File: config.mk
export PLATFORM = sky130hd
export DESIGN_NAME = irq_aggregator
export DESIGN_NICKNAME = d
export VERILOG_FILES = /design/src/rtl/irqc_pkg.sv /design/src/rtl/irqc_sync.sv /design/src/rtl/irqc_src.sv /design/src/rtl/irqc_out.sv /design/src/rtl/irq_aggregator.sv
export SDC_FILE = /design/constraint.sdc
export NUM_CORES = 1
export LEC_CHECK = 0
export ABC_CLOCK_PERIOD_IN_PS = 2400
export CAP_MARGIN = 40
export CORE_ASPECT_RATIO = 1.2
export CORE_MARGIN = 2
export CORE_UTILIZATION = 57
export DETAILED_ROUTE_END_ITERATION = 8
export PLACE_DENSITY = 0.77
export SLEW_MARGIN = 20
export SYNTH_ARGS = -nofsm -noshare
export SYNTH_HDL_FRONTEND = slang
export SYNTH_SLANG_ARGS = --single-unit
File: constraint.sdc
create_clock -name clk_i -period 2.4 [get_ports clk_i]
set_input_delay 0.48 -clock clk_i [delete_from_list [all_inputs] [get_ports clk_i]]
set_output_delay 0.48 -clock clk_i [all_outputs]
set_load 0.01 [all_outputs]
File: src/rtl/irqc_pkg.sv
package irqc_pkg;
  localparam int unsigned OFF_EN    = 'h00;
  localparam int unsigned OFF_STAT  = 'h04;
  localparam int unsigned OFF_SMODE = 'h08;
  localparam int unsigned OFF_SPOL  = 'h0C;
  localparam int unsigned OFF_OMODE = 'h10;
  localparam int unsigned OFF_OPOL  = 'h14;
  localparam int unsigned OFF_FORCE = 'h18;

  // {mode, polarity}
  typedef enum logic [1:0] {
    TRIG_LVL_LO = 2'b00,
    TRIG_LVL_HI = 2'b01,
    TRIG_FALL   = 2'b10,
    TRIG_RISE   = 2'b11
  } trig_e;
endpackage

File: src/rtl/irqc_sync.sv
module irqc_sync #(
  parameter int W      = 32,
  parameter int STAGES = 2
) (
  input  logic         clk_i,
  input  logic         rst_ni,
  input  logic [W-1:0] d_i,
  output logic [W-1:0] q_o
);
  logic [W-1:0] stage_q [STAGES];

  always_ff @(posedge clk_i or negedge rst_ni) begin
    if (!rst_ni) begin
      for (int s = 0; s < STAGES; s++) stage_q[s] <= '0;
    end else begin
      stage_q[0] <= d_i;
      for (int s = 1; s < STAGES; s++) stage_q[s] <= stage_q[s-1];
    end
  end

  assign q_o = stage_q[STAGES-1];
endmodule

File: src/rtl/irqc_src.sv
module irqc_src
  import irqc_pkg::*;
(
  input  logic clk_i,
  input  logic rst_ni,
  input  logic sync_i,
  input  logic mode_i,
  input  logic pol_i,
  input  logic clr_i,
  input  logic force_i,
  output logic status_o
);
  logic  prev_q, pend_q, pend_d;
  logic  hit, level;
  trig_e trig;

  assign trig  = trig_e'({mode_i, pol_i});
  assign level = pol_i ? sync_i : ~sync_i;

  always_comb begin
    unique case (trig)
      TRIG_RISE: hit = sync_i & ~prev_q;
      TRIG_FALL: hit = ~sync_i & prev_q;
      default:   hit = 1'b0;
    endcase
  end

  // a new edge wins over a same-cycle clear
  always_comb begin
    if (!mode_i) pend_d = 1'b0;
    else         pend_d = (pend_q & ~clr_i) | hit | force_i;
  end

  always_ff @(posedge clk_i or negedge rst_ni) begin
    if (!rst_ni) begin
      prev_q <= 1'b0;
      pend_q <= 1'b0;
    end else begin
      prev_q <= sync_i;
      pend_q <= pend_d;
    end
  end

  assign status_o = mode_i ? pend_q : level;

  AST_EDGE_LATCHES: assert property (@(posedge clk_i) disable iff (!rst_ni)
    (mode_i && hit) |=> pend_q);

  AST_CLASH_KEEPS: assert property (@(posedge clk_i) disable iff (!rst_ni)
    (mode_i && hit && clr_i) |=> pend_q);

  AST_FORCE_LATCHES: assert property (@(posedge clk_i) disable iff (!rst_ni)
    (mode_i && force_i) |=> pend_q);

  AST_CLR_EMPTIES: assert property (@(posedge clk_i) disable iff (!rst_ni)
    (mode_i && clr_i && !hit && !force_i) |=> !pend_q);

  AST_LEVEL_NO_LATCH: assert property (@(posedge clk_i) disable iff (!rst_ni)
    !mode_i |=> !pend_q);
endmodule

File: src/rtl/irqc_out.sv
module irqc_out (
  input  logic clk_i,
  input  logic rst_ni,
  input  logic req_i,
  input  logic mode_i,
  input  logic pol_i,
  output logic irq_o
);
  logic req_q, pulse, act;

  always_ff @(posedge clk_i or negedge rst_ni) begin
    if (!rst_ni) req_q <= 1'b0;
    else         req_q <= req_i;
  end

  assign pulse = req_i & ~req_q;
  assign act   = mode_i ? pulse : req_i;
  assign irq_o = pol_i ? act : ~act;

  AST_PULSE_ONE_CYCLE: assert property (@(posedge clk_i) disable iff (!rst_ni)
    (mode_i && irq_o == pol_i) |=> (!mode_i || !$stable(pol_i) || irq_o != pol_i));

  AST_IDLE_LEVEL: assert property (@(posedge clk_i) disable iff (!rst_ni)
    (!req_i && !pol_i) |-> irq_o);
endmodule

File: src/rtl/irq_aggregator.sv
module irq_aggregator
  import irqc_pkg::*;
#(
  parameter int N_SRC  = 32,
  parameter int ADDR_W = 5
) (
  input  logic              clk_i,
  input  logic              rst_ni,
  input  logic [N_SRC-1:0]  src_i,
  input  logic [ADDR_W-1:0] addr_i,
  input  logic              wr_en_i,
  input  logic [N_SRC-1:0]  wr_data_i,
  input  logic              rd_en_i,
  output logic [N_SRC-1:0]  rd_data_o,
  output logic              irq_o
);
  localparam int SYNC_STAGES = 2;

  logic [N_SRC-1:0] en_q, smode_q, spol_q, rd_q, rd_mux;
  logic [N_SRC-1:0] sync, stat, clr, frc;
  logic             omode_q, opol_q, req;
  logic sel_en, sel_stat, sel_smode, sel_spol, sel_omode, sel_opol, sel_force, hit;

  assign sel_en    = addr_i == ADDR_W'(OFF_EN);
  assign sel_stat  = addr_i == ADDR_W'(OFF_STAT);
  assign sel_smode = addr_i == ADDR_W'(OFF_SMODE);
  assign sel_spol  = addr_i == ADDR_W'(OFF_SPOL);
  assign sel_omode = addr_i == ADDR_W'(OFF_OMODE);
  assign sel_opol  = addr_i == ADDR_W'(OFF_OPOL);
  assign sel_force = addr_i == ADDR_W'(OFF_FORCE);
  assign hit = sel_en | sel_stat | sel_smode | sel_spol | sel_omode | sel_opol | sel_force;

  always_ff @(posedge clk_i or negedge rst_ni) begin
    if (!rst_ni) begin
      en_q    <= '0;
      smode_q <= '0;
      spol_q  <= '0;
      omode_q <= 1'b0;
      opol_q  <= 1'b0;
    end else if (wr_en_i) begin
      if (sel_en)    en_q    <= wr_data_i;
      if (sel_smode) smode_q <= wr_data_i;
      if (sel_spol)  spol_q  <= wr_data_i;
      if (sel_omode) omode_q <= wr_data_i[0];
      if (sel_opol)  opol_q  <= wr_data_i[0];
    end
  end

  assign clr = (wr_en_i && sel_stat)  ? wr_data_i : '0;
  assign frc = (wr_en_i && sel_force) ? wr_data_i : '0;

  irqc_sync #(.W(N_SRC), .STAGES(SYNC_STAGES)) u_sync (
    .clk_i (clk_i),
    .rst_ni(rst_ni),
    .d_i   (src_i),
    .q_o   (sync)
  );

  for (genvar i = 0; i < N_SRC; i++) begin : g_src
    irqc_src u_src (
      .clk_i   (clk_i),
      .rst_ni  (rst_ni),
      .sync_i  (sync[i]),
      .mode_i  (smode_q[i]),
      .pol_i   (spol_q[i]),
      .clr_i   (clr[i]),
      .force_i (frc[i]),
      .status_o(stat[i])
    );
  end

  assign req = |(stat & en_q);

  irqc_out u_out (
    .clk_i (clk_i),
    .rst_ni(rst_ni),
    .req_i (req),
    .mode_i(omode_q),
    .pol_i (opol_q),
    .irq_o (irq_o)
  );

  always_comb begin
    rd_mux = '0;
    if (sel_en)    rd_mux = en_q;
    if (sel_stat)  rd_mux = stat;
    if (sel_smode) rd_mux = smode_q;
    if (sel_spol)  rd_mux = spol_q;
    if (sel_omode) rd_mux = N_SRC'(omode_q);
    if (sel_opol)  rd_mux = N_SRC'(opol_q);
  end

  always_ff @(posedge clk_i or negedge rst_ni) begin
    if (!rst_ni)      rd_q <= '0;
    else if (rd_en_i) rd_q <= rd_mux;
  end

  assign rd_data_o = rd_q;

  AST_UNMAPPED_RD_ZERO: assert property (@(posedge clk_i) disable iff (!rst_ni)
    (rd_en_i && !hit) |=> rd_data_o == '0);

  AST_FORCE_RD_ZERO: assert property (@(posedge clk_i) disable iff (!rst_ni)
    (rd_en_i && sel_force) |=> rd_data_o == '0);

  AST_MASKED_QUIET: assert property (@(posedge clk_i) disable iff (!rst_ni)
    (en_q == '0) |-> !req);
endmodule

Word level (Yosys, flattened, before mapping)
Cells that the tools add are included.
{"block": "word_totals", "regBits": 259, "input_bits": 73, "out_inout_bits": 33}
{"block": "op_classes", "eq_ne": 70, "n_mux": 138, "n_bitwise": 260, "reduce_logical": 9}
{"op": "two-way mux 32 bit", "count": 8}
{"op": "equality test 2 bit, second input constant", "count": 64}
{"op": "two-way mux 1 bit", "count": 98}
{"op": "inverter 1 bit", "count": 98}
{"op": "bitwise AND 1 bit", "count": 97}
{"op": "OR 1 bit", "count": 64}
{"op": "case mux 1 bit (2 select lines)", "count": 32}
{"op": "bitwise AND 32 bit", "count": 1}
{"op": "OR reduction 32 bit", "count": 1}
{"op": "equality test 5 bit, second input constant", "count": 3}
{"op": "equality test 5 x 4 -> 1 bit, second input constant", "count": 2}
{"op": "AND reduction 2 bit", "count": 5}
{"op": "equality test 5 x 3 -> 1 bit, second input constant", "count": 1}
{"op": "zero test 5 bit", "count": 1}
{"op": "logical AND 1 bit", "count": 2}

Logic depth before layout (Yosys ltp)
{"block": "depth", "ltp_word": 9, "mapped_depth": 7}

By module
A second synthesis with hierarchy kept.
{"block": "unflattened", "hier_cells": 921, "hier_area_um2": 11539.8}
{"mod": "irq_aggregator", "instances": 1, "cells_per_inst": 534, "area_per_inst_um2": 6409.9}
{"mod": "irqc_src", "instances": 32, "cells_per_inst": 9, "area_per_inst_um2": 101.3}
{"mod": "irqc_sync", "instances": 1, "cells_per_inst": 96, "area_per_inst_um2": 1841.8}
{"mod": "irqc_out", "instances": 1, "cells_per_inst": 3, "area_per_inst_um2": 45.0}

Least setup slack after synthesis
OpenSTA, ideal clock, no wires.
{"block": "synth_path", "path_kind": "flip-flop to output port", "startpoint": "reg spol_q[31]", "endpoint": "out irq_o", "t_arrival_ns": 1.669, "path_slack_ns": 0.251, "stages_incl_launch_ff": 7, "n_path_buf": 0, "path_cell_list": "dfrtp_1 -> xnor2_1 -> and3b_1 -> a2111oi_2 -> nand4_1 -> o31ai_2 -> xor2_1"}
{"block": "synth_via", "elab_chain_len": 8}
{"element": "start: declaration", "line_no": "irq_aggregator.sv:19", "text": "logic [N_SRC-1:0] en_q, smode_q, spol_q, rd_q, rd_mux;"}
{"element": "start signal: assignment", "line_no": "irq_aggregator.sv:43", "text": "if (sel_spol) spol_q <= wr_data_i;"}
{"element": "two-way mux 1 bit *", "line_no": "irqc_src.sv:18", "text": "assign level = pol_i ? sync_i : ~sync_i;"}
{"element": "two-way mux 1 bit *", "line_no": "irqc_src.sv:44", "text": "assign status_o = mode_i ? pend_q : level;"}
{"element": "bitwise AND 32 bit *", "line_no": "irq_aggregator.sv:72", "text": "assign req = |(stat & en_q);"}
{"element": "OR reduction 32 bit *", "line_no": "irq_aggregator.sv:72"}
{"element": "bitwise AND 1 bit", "line_no": "irqc_out.sv:16", "text": "assign pulse = req_i & ~req_q;"}
{"element": "two-way mux 1 bit *", "line_no": "irqc_out.sv:17", "text": "assign act = mode_i ? pulse : req_i;"}
{"element": "inverter 1 bit", "line_no": "irqc_out.sv:18", "text": "assign irq_o = pol_i ? act : ~act;"}
{"element": "two-way mux 1 bit *", "line_no": "irqc_out.sv:18"}
{"element": "end: declaration", "line_no": "irq_aggregator.sv:15", "text": "output logic irq_o"}
Every way passes the cells marked *; elsewhere a longest branch is shown, timed or not.

Worst setup path after layout
{"block": "layout_path", "startpoint": "reg u_sync.stage_q, in the netlist u_sync.q_o[9]", "endpoint": "out irq_o"}
{"block": "layout_via", "elab_chain_len": 9}
{"element": "start: declaration", "line_no": "irqc_sync.sv:10", "text": "logic [W-1:0] stage_q [STAGES];"}
{"element": "inverter 1 bit", "line_no": "irqc_src.sv:18"}
{"element": "two-way mux 1 bit *", "line_no": "irqc_src.sv:18"}
{"element": "two-way mux 1 bit *", "line_no": "irqc_src.sv:44"}
{"element": "bitwise AND 32 bit *", "line_no": "irq_aggregator.sv:72"}
{"element": "OR reduction 32 bit *", "line_no": "irq_aggregator.sv:72"}
{"element": "bitwise AND 1 bit", "line_no": "irqc_out.sv:16"}
{"element": "two-way mux 1 bit *", "line_no": "irqc_out.sv:17"}
{"element": "inverter 1 bit", "line_no": "irqc_out.sv:18"}
{"element": "two-way mux 1 bit *", "line_no": "irqc_out.sv:18"}
Marked as above.

==> results.toml <==
[floorplanning]
start_util_pct = 57.9
coreArea_mm2 = 0.0194
ios = 106
dieArea_mm2 = 0.0208
fp.dieW_um = 132
die_h_um = 158
rows = 56

[timing]
rsz0062_at_grt = "yes"
hold_viol = 0
finalCritPeriodShare_pct = 124
tns_ns = -0.569
setup_slack_ns = -0.569
setup_viol = 1
slew_violations = 0
worstMarginPinSlew_ns = 0.591
slew_headroom_pct = 60.5
fin_crit_ns = 2.97
finClkSkew_ns = 0.00768
fmax_ghz = 0.337
holdWs_ns = 0.348

[synth]
synth_edf_count = 0
synth-async-reset-ratio_pct = 100
ys_warn_count = 0
synth_area_mm2 = 0.0112
syn_inst = 937
syn_nets = 1010
synth_cell_types = 43
ys_ff_latch = 259
synth_top_family_by_area = "multiplexers"
ys_seq_area_share_pct = 57.7
synth_compound_area_share_pct = 8.58
synth-xor-area-share_pct = 1.79
postSynthAreaPerCell_um2 = 12.0
synthMuxAreaShare_pct = 16.8
synth_simple_gate_area_share_pct = 12.4
synth_fa_ha_area_share_pct = 0
yosys_most_used_dff = "dfrtp_1"

[placement]
portBuffers = 105
hpwl_um = 19200
dp.cells = 1427
gp_congestion = 0.866

[setup_path]
worstSetupEndpointType = "output port"
reg2reg_from = "u_sync.q_o[9]$_DFF_PN0_"
worstPathArrival_ns = 2.49
path_max_fanout = 2
timing.rr.end = "u_out.req_q$_DFF_PN0_"
reg2reg_slack_ns = 0.59
criticalPathCategory = "reg2out"
start_kind = "flop"
r2r_cells = 6
worstPathRequired_ns = 1.92

[worst_hold_path]
hold_start = "u_sync.stage_q[59]$_DFF_PN0_"
holdPathStages = 0
holdCritPathClass = "reg2reg"
min_to = "u_sync.q_o[27]$_DFF_PN0_"

[clocking]
worstSkewPairLatency_ns = 0.53
cts_buffer_depth = 3
cts_buffers = 26
root_buffer = "clkbuf_16"
ctsHtreeMaxLevel = 1
cts_tree = "done"
clock-sinks = 259
path_clk_slew_ns = 0.06

[drt]
via_per_inst = 5.79
wl_per_cell_um = 20.0
routed_wl_um = 29500
vias = 8545
drtPass1Iterations = 5
detail-route-antenna-nets = 0
first_iter_violations = 652
post-route-drc-count = 0

[power_and_ir_drop]
ir_worst_vdd_v = 0.000573
powerDensity_mw_per_mm2 = 835
p_leak_nw = 6.58

[job]
cap_violations = 0

[final_layout]
utilization_pct = 76.5
final_net_count = 1269
regArea_mm2 = 0.00648
area_growth_pct = 32.1
num-fill-cells = 1247
final_cells = 1477
multi_input_comb_area_mm2 = 0.00452
drive_gt1_share_pct = 29.0
layout_common_cells = "dfrtp_1, nand2_1, buf_4"
n_antenna_cell = 0
final_common_cell = "dfrtp_1"

[global_routing]
grt_pass1_vias = 8839
antenna_found_initial = 0
grt_max_degree = 68
grt.total_usage_pct = 29.2
grt_pass1_wl_um = 47000
overflow = 0

[status]
run_status = "finished with violations"
violations = "negative setup slack"
## per-stage QoR
step,cell area [µm²],power [W],setup slack (ns)
6_report,14800,0.0124,-0.569
5_1_grt,14800,0.0129,-0.706
4_1_cts,14800,0.0124,-0.613
3_5_place_dp,13800,0.00775,-0.450
3_3_place_gp,13800,0.00764,-0.435
2_1_floorplan,11200,0.00644,0.251
## Yosys cell counts (all sizes together) (8+ instances only)
library cell | instances | area share, %
dfrtp | 259 | 58
nand4 | 9 | 0.56
o21ai | 78 | 3.5
nor2b | 33 | 1.8
nand3 | 32 | 1.4
clkbuf | 11 | 0.37
buf | 21 | 0.91
nand2 | 149 | 5.0
a221oi | 32 | 2.5
or2 | 8 | 0.45
a21o | 8 | 0.53
a21oi | 9 | 0.43
nor2 | 35 | 1.2
xor2 | 21 | 1.6
nand2b | 11 | 0.61
o32ai | 8 | 0.62
inv | 40 | 1.3
mux2 | 102 | 10
mux4 | 31 | 6.3
## timing repair
action	in CTS	in global routing
gates resized for setup	9	2
endpoints found under the hold margin	62	0
setup buffers	1	0
pin swaps	7	3
hold buffers	1	0
setup endpoints to repair	1	1
cloned	0	0
## critical path: stages, from the launching register on
cell,delay (ns)
dfrtp_1,0.39
xor2_1,0.21
o32ai_1,0.14
nor4_1,0.30
buf_4,0.17
nand4_1,0.14
o31ai_2,0.25
xor2_1,0.21
buf_2,0.17
## metal layers
layer / part of all wire, % / global-route usage [%] / wire [µm] / vias to the layer above
met2: 51 / 50.4 / 15000 / 326
met5: 0 / 0 / 0 / -
li1: - / - / - / 3839
met3: 6.3 / 4.93 / 1850 / 77
met1: 39 / 37.2 / 11700 / 4303
met4: 3.7 / 11.5 / 1080 / 0
## state kept, by name, indices dropped and copies added (netlist names)
| signal | count |
|---|---|
| rd_data_o | 32 |
| u_sync.stage_q | 32 |
| g_src.u_src.prev_q | 32 |
| en_q | 32 |
| opol_q | 1 |
| u_out.req_q | 1 |
| u_sync.q_o | 32 |
| omode_q | 1 |
| smode_q | 32 |
| spol_q | 32 |
| g_src.u_src.pend_q | 32 |
## worst max-delay path by stage
stage	slack (ns)	from	cells after the start	to
6_report	-0.57	u_sync.q_o[9]$_DFF_PN0_	8	irq_o
5_1_grt	-0.71	u_sync.q_o[19]$_DFF_PN0_	8	irq_o
4_1_cts	-0.61	u_sync.q_o[20]$_DFF_PN0_	9	irq_o
3_5_place_dp	-0.45	u_sync.q_o[19]$_DFF_PN0_	8	irq_o
3_3_place_gp	-0.43	u_sync.q_o[19]$_DFF_PN0_	8	irq_o
2_1_floorplan	0.25	spol_q[31]$_DFFE_PN0P_	6	irq_o
## layout make-up
type	count	area share, %
clock buffer	38	5.30
tap	261	2.20
timing repair buffer	263	16.0
multi-input combinational	606	30.4
inverter	40	1.01
sequential	259	43.7
clock inverter	10	1.42
## cell families after synthesis
logic type / Yosys count
xor+xnor: 23
simple gates: 299
flops: 259
mux: 137
buf+inv: 72
compound gates: 147
## where the power goes
part	internal [W]	switching, W	leakage, nW	total [W]
Combinational	0.00144	0.00110	2.83	0.00255
Sequential	0.00486	0.000362	3.26	0.00522
Clock	0.00292	0.00170	0.491	0.00462
Power figures use the tool's default switching activity.
